## src/rtl/sirq_pkg.sv

```systemverilog
package sirq_pkg;
    localparam int NUM_FIFO_SRC = 3;
    localparam int DMA_BUFS     = 2;
    localparam int NUM_DMA_SRC  = 2 * DMA_BUFS;
    localparam int NUM_ERR_SRC  = 3;
    localparam int NUM_SRC      = NUM_FIFO_SRC + NUM_DMA_SRC + NUM_ERR_SRC;
    localparam int DMA_BASE     = NUM_FIFO_SRC;
    localparam int ERR_BASE     = DMA_BASE + NUM_DMA_SRC;

    typedef enum logic [1:0] {
        TRIG_RISE_OR_LEVEL,
        TRIG_FALL,
        TRIG_PULSE
    } trig_kind_e;

    typedef enum logic {
        FLG_IDLE,
        FLG_PENDING
    } flag_state_e;

    function automatic trig_kind_e kind_of(int idx);
        if (idx < DMA_BASE)      return TRIG_RISE_OR_LEVEL;
        else if (idx < ERR_BASE) return TRIG_FALL;
        else                     return TRIG_PULSE;
    endfunction
endpackage

```

## src/rtl/sirq_trigger.sv

```systemverilog
module sirq_trigger
    import sirq_pkg::*;
#(
    parameter trig_kind_e KIND = TRIG_PULSE
) (
    input  logic clk,
    input  logic rst_n,
    input  logic level_mode_i,
    input  logic sig_i,
    output logic trig_o
);
    generate
        if (KIND == TRIG_RISE_OR_LEVEL) begin : g_rise
            logic prev_q;
            always_ff @(posedge clk or negedge rst_n) begin
                if (!rst_n) prev_q <= 1'b0;
                else        prev_q <= sig_i;
            end
            always_comb begin
                if (level_mode_i) trig_o = sig_i;
                else              trig_o = sig_i & ~prev_q;
            end
            // in level mode a high input always fires
            p_level_fires_r4: assert property (@(posedge clk) disable iff (!rst_n)
                (level_mode_i && sig_i) |-> trig_o);
        end else if (KIND == TRIG_FALL) begin : g_fall
            logic prev_q;
            logic unused_mode;
            assign unused_mode = level_mode_i;
            always_ff @(posedge clk or negedge rst_n) begin
                if (!rst_n) prev_q <= 1'b0;
                else        prev_q <= sig_i;
            end
            assign trig_o = ~sig_i & prev_q;
            // a DMA-done trigger needs the active line high one cycle earlier
            p_fall_history_r5: assert property (@(posedge clk) disable iff (!rst_n)
                trig_o |-> ($past(sig_i) && !sig_i));
        end else begin : g_pulse
            logic [2:0] unused_pins;
            assign unused_pins = {clk, rst_n, level_mode_i};
            assign trig_o = sig_i;
        end
    endgenerate
endmodule

```

## src/rtl/sirq_flag.sv

```systemverilog
module sirq_flag
    import sirq_pkg::*;
(
    input  logic clk,
    input  logic rst_n,
    input  logic trig_i,
    input  logic clr_i,
    output logic flag_o
);
    flag_state_e state_q, state_d;

    always_ff @(posedge clk or negedge rst_n) begin
        if (!rst_n) state_q <= FLG_IDLE;
        else        state_q <= state_d;
    end

    always_comb begin
        state_d = state_q;
        unique case (state_q)
            FLG_IDLE:    if (trig_i) state_d = FLG_PENDING;             // T_RAISE
            FLG_PENDING: if (clr_i && !trig_i) state_d = FLG_IDLE;      // T_ACK, else T_HOLD
            default:     state_d = FLG_IDLE;
        endcase
    end

    always_comb begin
        flag_o = (state_q == FLG_PENDING);
    end

    // a trigger always leaves the flag set, clear or not
    p_trigger_sets_r8: assert property (@(posedge clk) disable iff (!rst_n)
        trig_i |=> flag_o);
    // without a clear the flag stays set
    p_sticky_r7: assert property (@(posedge clk) disable iff (!rst_n)
        (flag_o && !clr_i) |=> flag_o);
    // a clear without a trigger drops the flag
    p_clear_r7: assert property (@(posedge clk) disable iff (!rst_n)
        (clr_i && !trig_i) |=> !flag_o);
endmodule

```

## src/rtl/sirq_combine.sv

```systemverilog
module sirq_combine #(
    parameter int N = 10
) (
    input  logic [N-1:0] flags_i,
    input  logic [N-1:0] enable_i,
    input  logic         global_en_i,
    output logic         irq_o
);
    logic [N-1:0] masked;
    always_comb begin
        masked = flags_i & enable_i;
        irq_o  = global_en_i & (|masked);
    end
endmodule

```

## src/rtl/sirq_ctrl.sv

```systemverilog
module sirq_ctrl
    import sirq_pkg::*;
(
    input  logic                   clk,
    input  logic                   rst_n,
    input  logic                   level_mode_i,
    input  logic                   tx_idle_i,
    input  logic                   tx_free_i,
    input  logic                   rx_avail_i,
    input  logic [DMA_BUFS-1:0]    tx_dma_act_i,
    input  logic [DMA_BUFS-1:0]    rx_dma_act_i,
    input  logic                   parity_err_i,
    input  logic                   frame_err_i,
    input  logic                   overrun_err_i,
    input  logic [NUM_SRC-1:0]     enable_i,
    input  logic [NUM_SRC-1:0]     clear_i,
    input  logic                   global_en_i,
    output logic [NUM_SRC-1:0]     flags_o,
    output logic                   irq_o
);
    logic [NUM_SRC-1:0] src;
    logic [NUM_SRC-1:0] trig;

    assign src = {overrun_err_i, frame_err_i, parity_err_i,
                  rx_dma_act_i, tx_dma_act_i,
                  rx_avail_i, tx_free_i, tx_idle_i};

    generate
        for (genvar i = 0; i < NUM_SRC; i++) begin : g_src
            localparam trig_kind_e K = kind_of(i);
            sirq_trigger #(.KIND(K)) u_trig (
                .clk          (clk),
                .rst_n        (rst_n),
                .level_mode_i (level_mode_i),
                .sig_i        (src[i]),
                .trig_o       (trig[i])
            );
            sirq_flag u_flag (
                .clk    (clk),
                .rst_n  (rst_n),
                .trig_i (trig[i]),
                .clr_i  (clear_i[i]),
                .flag_o (flags_o[i])
            );
        end
    endgenerate

    sirq_combine #(.N(NUM_SRC)) u_comb (
        .flags_i     (flags_o),
        .enable_i    (enable_i),
        .global_en_i (global_en_i),
        .irq_o       (irq_o)
    );

    // no request without the global enable
    p_irq_gated_r9: assert property (@(posedge clk) disable iff (!rst_n)
        irq_o |-> global_en_i);
    // an error pulse always yields its flag next cycle
    p_err_pulse_r6: assert property (@(posedge clk) disable iff (!rst_n)
        parity_err_i |=> flags_o[ERR_BASE]);
endmodule

```

## config.mk

```make
export PLATFORM = sky130hd
export DESIGN_NAME = sirq_ctrl
export DESIGN_NICKNAME = d
export VERILOG_FILES = /design/src/rtl/sirq_pkg.sv /design/src/rtl/sirq_trigger.sv /design/src/rtl/sirq_flag.sv /design/src/rtl/sirq_combine.sv /design/src/rtl/sirq_ctrl.sv
export SDC_FILE = /design/constraint.sdc
export NUM_CORES = 1
export LEC_CHECK = 0
export BUFFER_PORTS_ARGS = -buffer_cell sky130_fd_sc_hd__buf_2
export CAP_MARGIN = 0
export CORE_MARGIN = 2
export CORE_UTILIZATION = 40
export DETAILED_ROUTE_END_ITERATION = 8
export GPL_ROUTABILITY_DRIVEN = 0
export PLACE_DENSITY = 0.76
export SYNTH_ARGS = -nofsm -noshare
export SYNTH_HDL_FRONTEND = slang
export SYNTH_SLANG_ARGS = --single-unit
```

## constraint.sdc

```tcl
create_clock -name clk -period 1.4 [get_ports clk]
set_clock_uncertainty 0.15 [all_clocks]
set_input_delay 0.28 -clock clk [delete_from_list [all_inputs] [get_ports clk]]
set_output_delay 0.28 -clock clk [all_outputs]
set_load 0.01 [all_outputs]
```

==> flow_summary.json <==
{
  "cts_buffers": 3,
  "maxCapViolCount": 0,
  "slew_headroom_pct": 76.2,
  "power.density_nw_per_um2": 940,
  "grt_overflow_total": 0,
  "grt_max_degree": 18,
  "rsz0062_at_grt": "yes",
  "multiInputGateArea_um2": 140,
  "rr_endpoint": "g_src[7].u_flag.flag_o",
  "ys_seq_area_share_pct": 60.1,
  "yosys-top-cells-area": "dfrtp_1, buf_4, inv_1",
  "synth_area_um2": 708,
  "track_usage_pct": 13.6,
  "drive_above_1_share_pct": 47.8,
  "fmaxAchievable_mhz": 567,
  "preCtsSetupSlack_ns": -0.0829,
  "io_pins": 45,
  "core.rowCount": 15,
  "synth_top_area_cell": "dfrtp_1",
  "synth_common_cells": "inv_1, dfrtp_1, buf_4",
  "p_total_w": 0.000978,
  "first_pass_iters": 4,
  "grt_pass1_wl_um": 2060,
  "fin_nets": 150,
  "use_met2_pct": 22.8,
  "synth_top_area_share_pct": 60.1,
  "clockRootBuffer": "clkbuf_4",
  "min-delay-start": "clear_i[2]",
  "setup_viol_count_final": 1,
  "via_per_inst": 4.45,
  "fin_crit_ns": 1.76,
  "path_depth": 4,
  "antenna_found_initial": 0,
  "core-area_um2": 1690,
  "ir_drop_mv": 0.633,
  "regToRegSetupSlack_ns": 0.47,
  "cp_slowest_cell": "dfrtp_1",
  "slew_viol_final": 0,
  "required_ns": 0.97,
  "worstSetupPathType": "flop to output pin",
  "cts_buffer_depth": 2,
  "grtUsageMet1_pct": 16.8,
  "grt_pass1_vias": 531,
  "status": "finished, violations left",
  "dp_hpwl_um": 1060,
  "die-area_um2": 2120,
  "ys_warn_count": 0,
  "grtUsageMet3_pct": 3.53,
  "synth_cells": 64,
  "critPathCaptureType": "output pin",
  "yosysMostFrequentCell": "inv_1",
  "cp.arrival_ns": 1.33,
  "cpLargestDelayFamily": "compound AO/OA/AOI/OAI gates",
  "final-seq-area_um2": 425,
  "post-route-drc-count": 0,
  "async_flop_share_pct": 100,
  "start_util_pct": 41.9,
  "violations": "setup timing",
  "yosysUniqueCellTypes": 11,
  "area_growth_pct": 47.0,
  "p_leak_nw": 0.592,
  "hp-class": "primary input to flop",
  "max_stage_delay_ns": 0.40,
  "htreeDepth": 1,
  "worstMarginPinSlew_ns": 0.357,
  "hold_violations": 0,
  "hold_ws_ns": 0.0186,
  "rr_worst_depth": 2,
  "synth_edf_count": 0,
  "cts.sinks": 17,
  "cp_cell_sequence": "a22o_1, a221oi_2, a31oi_1, buf_2",
  "r2r-start": "g_src[7].u_flag.flag_o",
  "hold_end": "g_src[2].u_flag.flag_o",
  "synth_flop_cell": "dfrtp_1",
  "wl_um": 1360,
  "wl_per_cell_um": 10.3,
  "cp.buffers_inverters": 1,
  "syn_area_per_cell_um2": 11.1,
  "clk_pin_slew_ns": 0.09,
  "worstSkewPairLatency_ns": 0.27,
  "hold_depth": 2,
  "chipWidth_um": 46.1,
  "fill_cells": 143,
  "worstSetupStartpointType": "flop",
  "busiest_layer": "met2",
  "insertedDiodeCount": 0,
  "die_h_um": 46.1,
  "period_share_pct": 126,
  "tritoncts": "done",
  "ys_seq_elements": 17,
  "antenna_left": 0,
  "fin_setup_tns_ns": -0.363,
  "dr_total_vias": 587,
  "cp_max_fo": 2,
  "timing.final.ws_setup_ns": -0.363,
  "syn-num-nets": 98,
  "portBuffers": 44,
  "first_iter_violations": 9
}
==> area by class of cell <==
cell class	count	share of cell area, %
Timing Repair Buffer	57	34.6
Tap cell	17	2.04
Inverter	18	6.49
Multi-Input combinational cell	19	13.5
Sequential cell	17	40.9
Clock buffer	4	2.52
==> registers in the layout, indices dropped and copies added (netlist names) <==
| signal | flops |
|---|---|
| g_src.u_trig.g_rise.prev_q | 3 |
| g_src.u_trig.g_fall.prev_q | 4 |
| g_src.u_flag.flag_o | 10 |
==> worst max path at each step <==
stage                                 startpoint  endpoint  slack, ns
after floorplan           g_src[5].u_flag.flag_o     irq_o       0.04
after global routing      g_src[5].u_flag.flag_o     irq_o      -0.43
after detailed placement  g_src[5].u_flag.flag_o     irq_o      -0.08
final                     g_src[8].u_flag.flag_o     irq_o      -0.36
after CTS                 g_src[5].u_flag.flag_o     irq_o      -0.37
after global placement    g_src[5].u_flag.flag_o     irq_o      -0.08
==> repair_timing <==
item	4_1_cts	5_1_grt
hold buffers	8	0
setup buffers	0	1
hold endpoints to repair	24	0
pin swaps	3	0
endpoints found under the setup margin	1	4
gates resized for setup	0	4
==> metal layers <==
layer / wire, um / share of wire, %
met5: 0 / 0
met4: 17 / 1.3
met3: 77 / 5.7
met2: 707 / 52
met1: 557 / 41
==> per-stage QoR <==
step / instance area (um^2) / std cells / utilization [%]
final: 1040 / 132 / 61.6
after global routing: 1040 / 132 / 61.6
after CTS: 1020 / 132 / 60.3
after detailed placement: 912 / 120 / 54.0
after global placement: 912 / 120 / 54.0
after floorplan: 708 / 64 / -
==> cells by family (layout without fill, tap and decap cells) <==
logic type	Yosys count	in the layout	share of synthesized area [%]
AO/OA/AOI/OAI	19	19	19.8
buffers and inverters	28	79	20.1
flip-flops	17	17	60.1
==> cells in the final DEF, fill, tap and decap left out, drive strengths merged <==
cell	count
buf	49
inv	18
dfrtp	17
dlygate4sd3	8
o21ai	6
o22ai	4
clkbuf	4
a21o	3
a221oi	2
a22o	2
a22oi	1
a31oi	1
==> report_power, final <==
| group | internal (W) | total, W | leakage [nW] | switching [W] |
|---|---|---|---|---|
| Sequential | 0.000525 | 0.000545 | 0.197 | 0.0000199 |
| Combinational | 0.000115 | 0.000193 | 0.380 | 0.0000777 |
| Clock | 0.000110 | 0.000240 | 0.0150 | 0.000130 |
| Total | 0.000751 | 0.000978 | 0.592 | 0.000227 |
Note: power is estimated with default switching activity, not from simulation.
